## src/rtl/rb_pkg.sv

```systemverilog
package rb_pkg;

  typedef enum logic [1:0] {
    OP_READ      = 2'd0,
    OP_REGISTER  = 2'd1,
    OP_WRITEBACK = 2'd2,
    OP_RSVD      = 2'd3
  } rb_op_e;

  typedef enum logic [2:0] {
    RK_NONE    = 3'd0,
    RK_DATA    = 3'd1,
    RK_GRANT   = 3'd2,
    RK_FWD_RD  = 3'd3,
    RK_FWD_REG = 3'd4,
    RK_WB_DONE = 3'd5
  } rb_kind_e;

  // Preloaded backing value of a word address.
  function automatic logic [31:0] rb_backing(input logic [31:0] a);
    return a * 32'd37 + 32'h1234;
  endfunction

endpackage

```

## src/rtl/rb_line_store.sv

```systemverilog
module rb_line_store #(
  parameter int DEPTH = 8,
  parameter int WIDTH = 64,
  localparam int AW = (DEPTH > 1) ? $clog2(DEPTH) : 1
) (
  input  logic             clk,
  input  logic [AW-1:0]    raddr,
  input  logic             we,
  input  logic [AW-1:0]    waddr,
  input  logic [WIDTH-1:0] wdata,
  output logic [WIDTH-1:0] rdata
);
  logic [WIDTH-1:0] mem [DEPTH];
  logic [WIDTH-1:0] mem_q;
  logic [WIDTH-1:0] wr_q;
  logic             hit_q;

  always_ff @(posedge clk) begin
    if (we) mem[waddr] <= wdata;
    mem_q <= mem[raddr];
    hit_q <= we && (waddr == raddr);
    wr_q  <= wdata;
  end

  // A write in the same cycle as the read is returned instead of the old entry.
  assign rdata = hit_q ? wr_q : mem_q;
endmodule

```

## src/rtl/rb_meta.sv

```systemverilog
module rb_meta #(
  parameter int LINES = 8,
  parameter int WPL   = 4,
  localparam int NW     = LINES * WPL,
  localparam int LINE_W = (LINES > 1) ? $clog2(LINES) : 1,
  localparam int IDX_W  = $clog2(NW)
) (
  input  logic              clk,
  input  logic              rst,
  input  logic              upd,
  input  logic [IDX_W-1:0]  widx,
  input  logic [LINE_W-1:0] lidx,
  input  logic              set_reg,
  input  logic              clr_reg,
  input  logic              line_wr,
  input  logic              set_dirty,
  output logic [NW-1:0]     regd_q,
  output logic [LINES-1:0]  valid_q
);
  logic [LINES-1:0] dirty_q;

  always_ff @(posedge clk) begin
    if (rst) begin
      regd_q  <= '0;
      valid_q <= '0;
      dirty_q <= '0;
    end else if (upd) begin
      if (set_reg)   regd_q[widx]  <= 1'b1;
      if (clr_reg)   regd_q[widx]  <= 1'b0;
      if (line_wr)   valid_q[lidx] <= 1'b1;
      if (set_dirty) dirty_q[lidx] <= 1'b1;
    end
  end

  assert_no_set_and_clear_R9: assert property (@(posedge clk) disable iff (rst)
    upd |-> !(set_reg && clr_reg));

  assert_clear_only_owned_R8: assert property (@(posedge clk) disable iff (rst)
    (upd && clr_reg) |-> regd_q[widx]);

  assert_dirty_after_wb_R8: assert property (@(posedge clk) disable iff (rst)
    (upd && set_dirty) |=> dirty_q[$past(lidx)]);
endmodule

```

## src/rtl/rb_decide.sv

```systemverilog
module rb_decide
  import rb_pkg::*;
#(
  parameter int ID_W   = 4,
  parameter int DATA_W = 16
) (
  input  rb_op_e            op,
  input  logic [ID_W-1:0]   src,
  input  logic              regd,
  input  logic [DATA_W-1:0] word,
  input  logic [DATA_W-1:0] wdata,
  output rb_kind_e          kind,
  output logic [ID_W-1:0]   dst,
  output logic [DATA_W-1:0] data,
  output logic              wr,
  output logic [DATA_W-1:0] new_word,
  output logic              set_reg,
  output logic              clr_reg,
  output logic              set_dirty
);
  logic [ID_W-1:0] owner;
  assign owner = word[ID_W-1:0];

  always_comb begin
    kind      = RK_NONE;
    dst       = src;
    data      = '0;
    wr        = 1'b0;
    new_word  = word;
    set_reg   = 1'b0;
    clr_reg   = 1'b0;
    set_dirty = 1'b0;
    unique case (op)
      OP_READ: begin
        if (regd) begin
          kind = RK_FWD_RD;
          dst  = owner;
        end else begin
          kind = RK_DATA;
          data = word;
        end
      end
      OP_REGISTER: begin
        if (regd && owner == src) begin
          kind = RK_GRANT;
        end else begin
          wr       = 1'b1;
          new_word = DATA_W'(src);
          if (regd) begin
            kind = RK_FWD_REG;
            dst  = owner;
          end else begin
            kind    = RK_GRANT;
            data    = word;
            set_reg = 1'b1;
          end
        end
      end
      OP_WRITEBACK: begin
        if (regd && owner == src) begin
          kind      = RK_WB_DONE;
          wr        = 1'b1;
          new_word  = wdata;
          clr_reg   = 1'b1;
          set_dirty = 1'b1;
        end
      end
      default: kind = RK_NONE;
    endcase
  end
endmodule

```

## src/rtl/rb_registry_bank.sv

```systemverilog
module rb_registry_bank
  import rb_pkg::*;
#(
  parameter int ID_W   = 4,
  parameter int DATA_W = 16,
  parameter int LINES  = 8,
  parameter int WPL    = 4,
  localparam int NW        = LINES * WPL,
  localparam int LINE_W    = (LINES > 1) ? $clog2(LINES) : 1,
  localparam int WSEL_W    = $clog2(WPL),
  localparam int ADDR_W    = $clog2(NW),
  localparam int LINE_BITS = WPL * DATA_W
) (
  input  logic              clk,
  input  logic              rst,
  input  logic              req_valid,
  input  logic [1:0]        req_op,
  input  logic [ID_W-1:0]   req_src,
  input  logic [ADDR_W-1:0] req_addr,
  input  logic [DATA_W-1:0] req_wdata,
  output logic              rsp_valid,
  output logic [2:0]        rsp_kind,
  output logic [ID_W-1:0]   rsp_dst,
  output logic [ID_W-1:0]   rsp_requester,
  output logic [ADDR_W-1:0] rsp_addr,
  output logic [DATA_W-1:0] rsp_data
);
  // Stage 1: request captured while its line is read.
  logic              s1_v;
  rb_op_e            s1_op;
  logic [ID_W-1:0]   s1_src;
  logic [ADDR_W-1:0] s1_addr;
  logic [DATA_W-1:0] s1_wdata;

  always_ff @(posedge clk) begin
    if (rst) begin
      s1_v     <= 1'b0;
      s1_op    <= OP_READ;
      s1_src   <= '0;
      s1_addr  <= '0;
      s1_wdata <= '0;
    end else begin
      s1_v     <= req_valid;
      s1_op    <= rb_op_e'(req_op);
      s1_src   <= req_src;
      s1_addr  <= req_addr;
      s1_wdata <= req_wdata;
    end
  end

  logic [LINE_W-1:0] s1_line;
  logic [WSEL_W-1:0] s1_wsel;
  assign s1_line = s1_addr[ADDR_W-1:WSEL_W];
  assign s1_wsel = s1_addr[WSEL_W-1:0];

  logic [LINE_BITS-1:0] store_q, bk_line, cur_line, new_line;
  logic [NW-1:0]        regd_q;
  logic [LINES-1:0]     valid_q;
  logic [DATA_W-1:0]    cur_word;

  rb_kind_e          d_kind;
  logic [ID_W-1:0]   d_dst;
  logic [DATA_W-1:0] d_data, d_word;
  logic              d_wr, d_set, d_clr, d_dirty;

  always_comb begin
    for (int w = 0; w < WPL; w++) begin
      bk_line[w*DATA_W +: DATA_W] =
        DATA_W'(rb_backing(32'({s1_line, WSEL_W'(w)})));
    end
  end

  assign cur_line = valid_q[s1_line] ? store_q : bk_line;
  assign cur_word = cur_line[s1_wsel*DATA_W +: DATA_W];

  always_comb begin
    new_line = cur_line;
    new_line[s1_wsel*DATA_W +: DATA_W] = d_word;
  end

  rb_line_store #(.DEPTH(LINES), .WIDTH(LINE_BITS)) u_store (
    .clk   (clk),
    .raddr (req_addr[ADDR_W-1:WSEL_W]),
    .we    (s1_v && d_wr),
    .waddr (s1_line),
    .wdata (new_line),
    .rdata (store_q)
  );

  rb_meta #(.LINES(LINES), .WPL(WPL)) u_meta (
    .clk       (clk),
    .rst       (rst),
    .upd       (s1_v),
    .widx      (s1_addr),
    .lidx      (s1_line),
    .set_reg   (d_set),
    .clr_reg   (d_clr),
    .line_wr   (d_wr),
    .set_dirty (d_dirty),
    .regd_q    (regd_q),
    .valid_q   (valid_q)
  );

  rb_decide #(.ID_W(ID_W), .DATA_W(DATA_W)) u_decide (
    .op        (s1_op),
    .src       (s1_src),
    .regd      (regd_q[s1_addr]),
    .word      (cur_word),
    .wdata     (s1_wdata),
    .kind      (d_kind),
    .dst       (d_dst),
    .data      (d_data),
    .wr        (d_wr),
    .new_word  (d_word),
    .set_reg   (d_set),
    .clr_reg   (d_clr),
    .set_dirty (d_dirty)
  );

  always_ff @(posedge clk) begin
    if (rst) begin
      rsp_valid     <= 1'b0;
      rsp_kind      <= RK_NONE;
      rsp_dst       <= '0;
      rsp_requester <= '0;
      rsp_addr      <= '0;
      rsp_data      <= '0;
    end else begin
      rsp_valid     <= s1_v && (d_kind != RK_NONE);
      rsp_kind      <= d_kind;
      rsp_dst       <= d_dst;
      rsp_requester <= s1_src;
      rsp_addr      <= s1_addr;
      rsp_data      <= d_data;
    end
  end

  assert_resp_has_request_R2: assert property (@(posedge clk) disable iff (rst)
    rsp_valid |-> $past(req_valid, 2));

  assert_resp_addr_order_R2: assert property (@(posedge clk) disable iff (rst)
    rsp_valid |-> rsp_addr == $past(req_addr, 2));

  assert_fwd_to_other_R5: assert property (@(posedge clk) disable iff (rst)
    (rsp_valid && rsp_kind == RK_FWD_REG) |-> rsp_dst != rsp_requester);

  assert_read_keeps_owner_R6: assert property (@(posedge clk) disable iff (rst)
    (s1_v && s1_op == OP_READ) |=> $stable(regd_q));

  assert_fwd_zero_data_R12: assert property (@(posedge clk) disable iff (rst)
    (rsp_valid && rsp_kind inside {RK_FWD_RD, RK_FWD_REG, RK_WB_DONE}) |-> rsp_data == '0);
endmodule

```

## config.mk

```make
export PLATFORM = sky130hd
export DESIGN_NAME = rb_registry_bank
export DESIGN_NICKNAME = d
export VERILOG_FILES = /design/src/rtl/rb_pkg.sv /design/src/rtl/rb_line_store.sv /design/src/rtl/rb_meta.sv /design/src/rtl/rb_decide.sv /design/src/rtl/rb_registry_bank.sv
export SDC_FILE = /design/constraint.sdc
export NUM_CORES = 1
export LEC_CHECK = 0
export ABC_AREA = 0
export BUFFER_PORTS_ARGS = -buffer_cell sky130_fd_sc_hd__buf_2
export CORE_ASPECT_RATIO = 1.5
export CORE_UTILIZATION = 53
export DETAILED_ROUTE_END_ITERATION = 10
export MAX_ROUTING_LAYER = met4
export PLACE_DENSITY = 0.72
export SYNTH_ARGS = -nofsm -noshare
export SYNTH_HDL_FRONTEND = slang
export SYNTH_HIERARCHICAL = 1
export SYNTH_SLANG_ARGS = --single-unit
```

## constraint.sdc

```tcl
create_clock -name clk -period 9.9 [get_ports clk]
set_input_delay 1.98 -clock clk [delete_from_list [all_inputs] [get_ports clk]]
set_output_delay 1.98 -clock clk [all_outputs]
set_load 0.01 [all_outputs]
```

* Word level (Yosys, flattened, before mapping) *
Memories as Yosys holds them, arrays and structs flattened. A register that Yosys moved wholly into a read port is not among the register bits.
Cells that the tools add are included.

storage, ports and cells
  bits of input ports = 30
  RAM bits = 512
  logic and storage cells = 87
  output and inout port bits = 33
  memories kept = 1
  register bits after elaboration = 166

cells by class
  mux-type cells = 38
  multiply operators = 4
  reductions and logical operators = 9
  shift-type cells = 3
  eq/ne operators = 4
  magnitude comparators = 4
  $add $sub $neg = 5
  bitwise logic cells = 4

memory list
  name         words  width  rd ports  clocked after memory_dff  wr ports  line                 RTL
  u_store.mem  8      64     1         1                         1         rb_line_store.sv:13  logic [WIDTH-1:0] mem [DEPTH];

operators with widths
  cell                                                                      number
  32-bit 2-to-1 mux                                                         4
  64-bit 2-to-1 mux                                                         2
  64-bit bitwise mux                                                        1
  16-bit 2-to-1 mux                                                         4
  16-bit case mux with 2 select lines                                       2
  16-bit by 34-bit variable shift with 64-bit output, first input constant  1
  16-bit by 34-bit variable part select with 64-bit output                  1
  64-bit by 7-bit variable part select with 16-bit output                   1
  11-bit by 13-bit adder with 14-bit output, second input constant          4
  6-bit negation with 34-bit output                                         1
  32-bit AND                                                                1
  32-bit NOT                                                                1
  32-bit OR                                                                 1
  5-bit by 6-bit multiplier with 11-bit output, second input constant       2
  1-bit 2-to-1 mux                                                          12
  4-bit by 6-bit multiplier with 10-bit output, second input constant       1
  3-bit by 6-bit multiplier with 9-bit output, second input constant        1
  3-bit 2-to-1 mux                                                          3
  3-bit case mux with 3 select lines                                        1
  4-bit 2-to-1 mux                                                          2
  8-bit OR                                                                  1
  4-bit case mux with 2 select lines                                        1
  1-bit logical AND                                                         6
  5-bit by 6-bit < comparator with 1-bit output, second input constant      1
  other kinds (16)                                                          16

* Longest topological paths before layout *
  depth in word-level cells = 13
  gate-level depth with buffers = 17
  mapped depth without buffers = 15

* By module *
The synthesis kept the hierarchy.

by module, submodules not included
  module            area an instance (um2)  cells each  times used  seq. area each (um2)
  rb_line_store     22634.2                 956         1           17957.2
  rb_registry_bank  4924.7                  569         1           1221.2
  rb_meta           1592.8                  160         1           800.8
  rb_decide         670.6                   91          1           0.0

* Worst setup path before layout *
Ideal clock, no wire load.

  path type = reg-to-reg
  start = register s1_addr[2]
  end = memory u_store.mem[2][0], enable pin
  arrival time = 8.145 ns
  required time = 9.336 ns
  library setup time = 0.564 ns
  period minus slack after synthesis = 8.709 ns
  buffers on the path = 4
  slack = 1.191 ns
  cell stages (with the launch flop) = 17
  cells stage by stage = dfxtp_1 -> buf_6 -> mux4_2 -> mux2i_4 -> buf_6 -> buf_6 -> o21ai_0 -> mux4_2 -> inv_1 -> xor2_1 -> nor4_4 -> buf_2 -> and3_1 -> a21o_1 -> and2_1 -> nand2_1 -> nor3_1

between the ends
  cells in the longest elaborated chain, start to end = 11
  elaborated cells on any way between the ends = 22
  those cells by class = 4 x add/sub; 4 x mul; 1 x eq/ne; 1 x shift; 10 x mux; 2 x reduce/logical

ends and longest elaborated chain
  element                                                                               line                                  RTL
  start, declared                                                                       rb_registry_bank.sv:32                logic [ADDR_W-1:0] s1_addr;
  start signal, assigned                                                                rb_registry_bank.sv:46                s1_addr <= req_addr;
  3-bit by 6-bit multiplier with 9-bit output, or another cell as far along             rb_pkg.sv:21                          return a * 32'd37 + 32'h1234;
  11-bit by 13-bit adder with 14-bit output / 1-bit 2-to-1 mux (equally long branches)  rb_pkg.sv:21, rb_registry_bank.sv:73
  64-bit 2-to-1 mux *                                                                   rb_registry_bank.sv:73                assign cur_line = valid_q[s1_line] ? store_q : bk_line;
  64-bit by 7-bit variable part select with 16-bit output *                             rb_registry_bank.sv:74                assign cur_word = cur_line[s1_wsel*DATA_W +: DATA_W];
  net cur_word[2]                                                                       rb_registry_bank.sv:59                logic [DATA_W-1:0] cur_word;
  4-bit equality test *                                                                 rb_decide.sv:44, rb_decide.sv:60
  1-bit logical AND *                                                                   rb_decide.sv:44, rb_decide.sv:60
  1-bit 2-to-1 mux (on tied branches)                                                   rb_decide.sv:60, rb_decide.sv:44
  1-bit case mux with 2 select lines *                                                  rb_decide.sv:33                       unique case (op)
  net d_wr                                                                              rb_registry_bank.sv:64                logic d_wr, d_set, d_clr, d_dirty;
  1-bit logical AND *                                                                   rb_registry_bank.sv:84                .we (s1_v && d_wr),
  1-bit 2-to-1 mux *                                                                    rb_line_store.sv:19                   if (we) mem[waddr] <= wdata;
  1-bit 2-to-1 mux (implied by the code) *                                              rb_line_store.sv:19
  end, declared                                                                         rb_line_store.sv:13

The timed path passes the listed nets; every way through them passes the cells marked *. The select of a mux whose other input is x is not followed.

* Worst setup path after layout *
  start = register s1_addr[2]
  end = memory u_store.mem[4][39], enable pin

Same word-level chain as after synthesis.

==> metrics.csv <==
stage,metric,value,unit
layout,layout cells sized above 1,0.2696,
sta,Final period util,0.7048,
synthesis,synthesized area per cell,16.80,um^2
critical_path,Setup crit end kind,register,
layout,fin nets,1904,
die,Die W,195.7,um
global_route,first-pass GRT wire length,104600,um
global_route,gr ovfl total,0,
critical_path,CP most frequent cell,buf_4,
sta,"Hold Vio Cnt, Final",0,
clocking,CTS resizes,0,
clocking,clk sinks,742,
flow_run,number of max-cap violations,0,
layout,multi-input logic area,9246,um^2
routing,drt total wl,69420,um
routing,DR pass1 iterations,8,
synthesis,warnings from Yosys,6,
clocking,later-pin clock latency in the skew report,0.60,ns
placement,DP HPWL,41450,um
layout,"Area growth, synth to finish",10.65,%
placement,GPL Wtd Cong,0.8696,
routing,Antenna Nets Post-Route,0,
die,# rows,106,
sta,total negative slack,0,ns
critical_path,worst endpoint required time,10.11,ns
pwr,Pwr Density,199.0,nW/um^2
clocking,CTS Hold Bufs,0,
clocking,TritonCTS Buffers,68,
critical_path,CP arrival,7.19,ns
sta,endpoints failing setup,0,
global_route,antenna violations before repair,0,
synthesis,Syn Inst Count,1775,
sta,Final min period,6.977,ns
critical_path,slowest CP cell,nor2_4,
sta,slew margin rel.,0.1777,
critical_path,Crit Path Class,reg2reg,
sta,fmax,0.1433,GHz
clocking,"Reg clk slew, reported paths",0.06,ns
sta,clock skew,0.02785,ns
worst_hold_path,HP Class,reg2reg,
layout,post-route non-filler standard cell count,2591,
pwr,Leakage,11.10,nW
critical_path,critical path cell sequence,buf_4 > mux4_2 > mux2i_4 > buf_4 > a211oi_1 > o31ai_1 > xor2_1 > nor4_4 > and3_1 > a21o_1 > and2_1 > nand2b_1 > nor2_4 > buf_4,
sta,RSZ-0062 raised after global routing,no,
sta,Least-Margin Pin Slew,1.230,ns
global_route,largest net degree at the start of global routing,102,
critical_path,Startpoint Class,register,
routing,wire per inst,26.79,um
synthesis,synthesized cell area,29810,um^2
clocking,Post-CTS Setup Bufs,0,
clocking,Longest Clk Path Bufs,3,
routing,Via density,6.218,
critical_path,crit-path leading delay family,simple AND/OR/NAND/NOR gates,
die,die area,57230,um^2
routing,number of DRC markers in iteration 0,1406,
synthesis,syn nets,1847,
pwr,Worst VDD drop,194.1,uV
die,initial core utilization,0.5352,
routing,DR DRC count,0,
placement,PortBufs,62,
critical_path,maximum fanout along the worst path,52,
critical_path,"slowest stage delay, CP",1.02,ns
critical_path,worst path bufs/invs,3,
clocking,CTS root buffer,clkbuf_16,
sta,Final Max Tran Viols,0,
placement,placed cell count,2464,
layout,fill count,4117,
clocking,H-tree depth,3,
die,I/O Pins,63,
run_status,status,completed,
clocking,CTS tree,done,
global_route,gr usage total,0.2557,
die,die extent in y,292.5,um
global_route,vias in the first global route,16889,
routing,detailed-route via count,16110,
die,core area,55700,um^2
layout,Register Area,19980,um^2
[worst min-delay path, stage by stage, from the launching register on]
cell     delay (ns)
dfxtp_1        0.33
a21oi_1        0.04
nor2_1         0.07
[where the power goes]
part / switching (W) / internal [W] / leakage, nW / total [W]
combinational: 0.000308 / 0.000191 / 3.57 / 0.000498
sequential: 0.0000251 / 0.00341 / 6.44 / 0.00344
clock: 0.00112 / 0.00151 / 1.09 / 0.00263
total: 0.00145 / 0.00511 / 11.1 / 0.00656
[flip-flops by register name, indices dropped and copies added (netlist names), 3 cells and up]
register        flops
rsp_kind            3
u_store/mem       512
rsp_data           16
s1_addr             5
rsp_dst             4
u_meta/regd_q      32
u_store/wr_q       64
s1_wdata           16
s1_src              4
rsp_requester       4
u_meta/valid_q      8
rsp_addr            5
u_store/mem_q      64
[layout by cell type, fill, tap and decap left out, drive strengths merged, types with 7 or more instances in the layout]
master and n:
edfxtp 512, dfxtp 230, mux4 151, mux2 136, clkbuf 104, buf 88
nand2 69, nor2b 63, nor2 63, a21oi 62, o21ai 46, a211oi 39
ha 39, a22o 33, inv 29, and2 27, mux2i 18, xnor2 15
clkinv 13, a32o 12, xor2 11, nor3 11, and3 10, o31ai 8
nand2b 8, nand3 8, a21o 7, and3b 7
[per-layer routing]
layer  track usage  up-vias  share of wire
met4        0.1128        0          0.041
li1              -     7013              -
met2        0.4273      624           0.52
met1        0.3043     8327           0.37
met5             -        -              0
met3       0.04571      146          0.069
[through the flow]
step / hold WS [ns] / utilization / power (W) / setup WS, ns / area [um^2]
after global placement: 0.4424 / 0.5520 / 0.003985 / 3.259 / 30750
after detailed placement: 0.4599 / 0.5520 / 0.003998 / 3.036 / 30750
after global routing: 0.4986 / 0.5922 / 0.006750 / 2.592 / 32990
after CTS: 0.4770 / 0.5922 / 0.006601 / 2.996 / 32990
final: 0.4751 / 0.5923 / 0.006564 / 2.923 / 32990
after floorplan: 0.4315 / - / 0.003834 / 1.215 / 29810
[path summary, 6_finish.rpt]
check / from / endpoint / slack [ns] / cells after the start
worst max register to register: s1_addr[2] / u_store/mem[4][39] / 2.92 / 14
worst min-delay path: u_meta/valid_q[5] / u_meta/valid_q[5] / 0.48 / 2
worst min register to register: u_meta/valid_q[5] / u_meta/valid_q[5] / 0.48 / 2
worst max-delay path: s1_addr[2] / u_store/mem[4][39] / 2.92 / 14
[area by class of cell]
class / count / area share
diodes: 1 / 0.00007585
multi-input cells: 906 / 0.2803
flip-flops and latches: 742 / 0.6057
inverters: 25 / 0.002844
well taps: 702 / 0.02662
repair buffers: 89 / 0.01654
clock inverters: 23 / 0.007699
clock buffers: 103 / 0.06022
(Power assumes the default switching activity.)
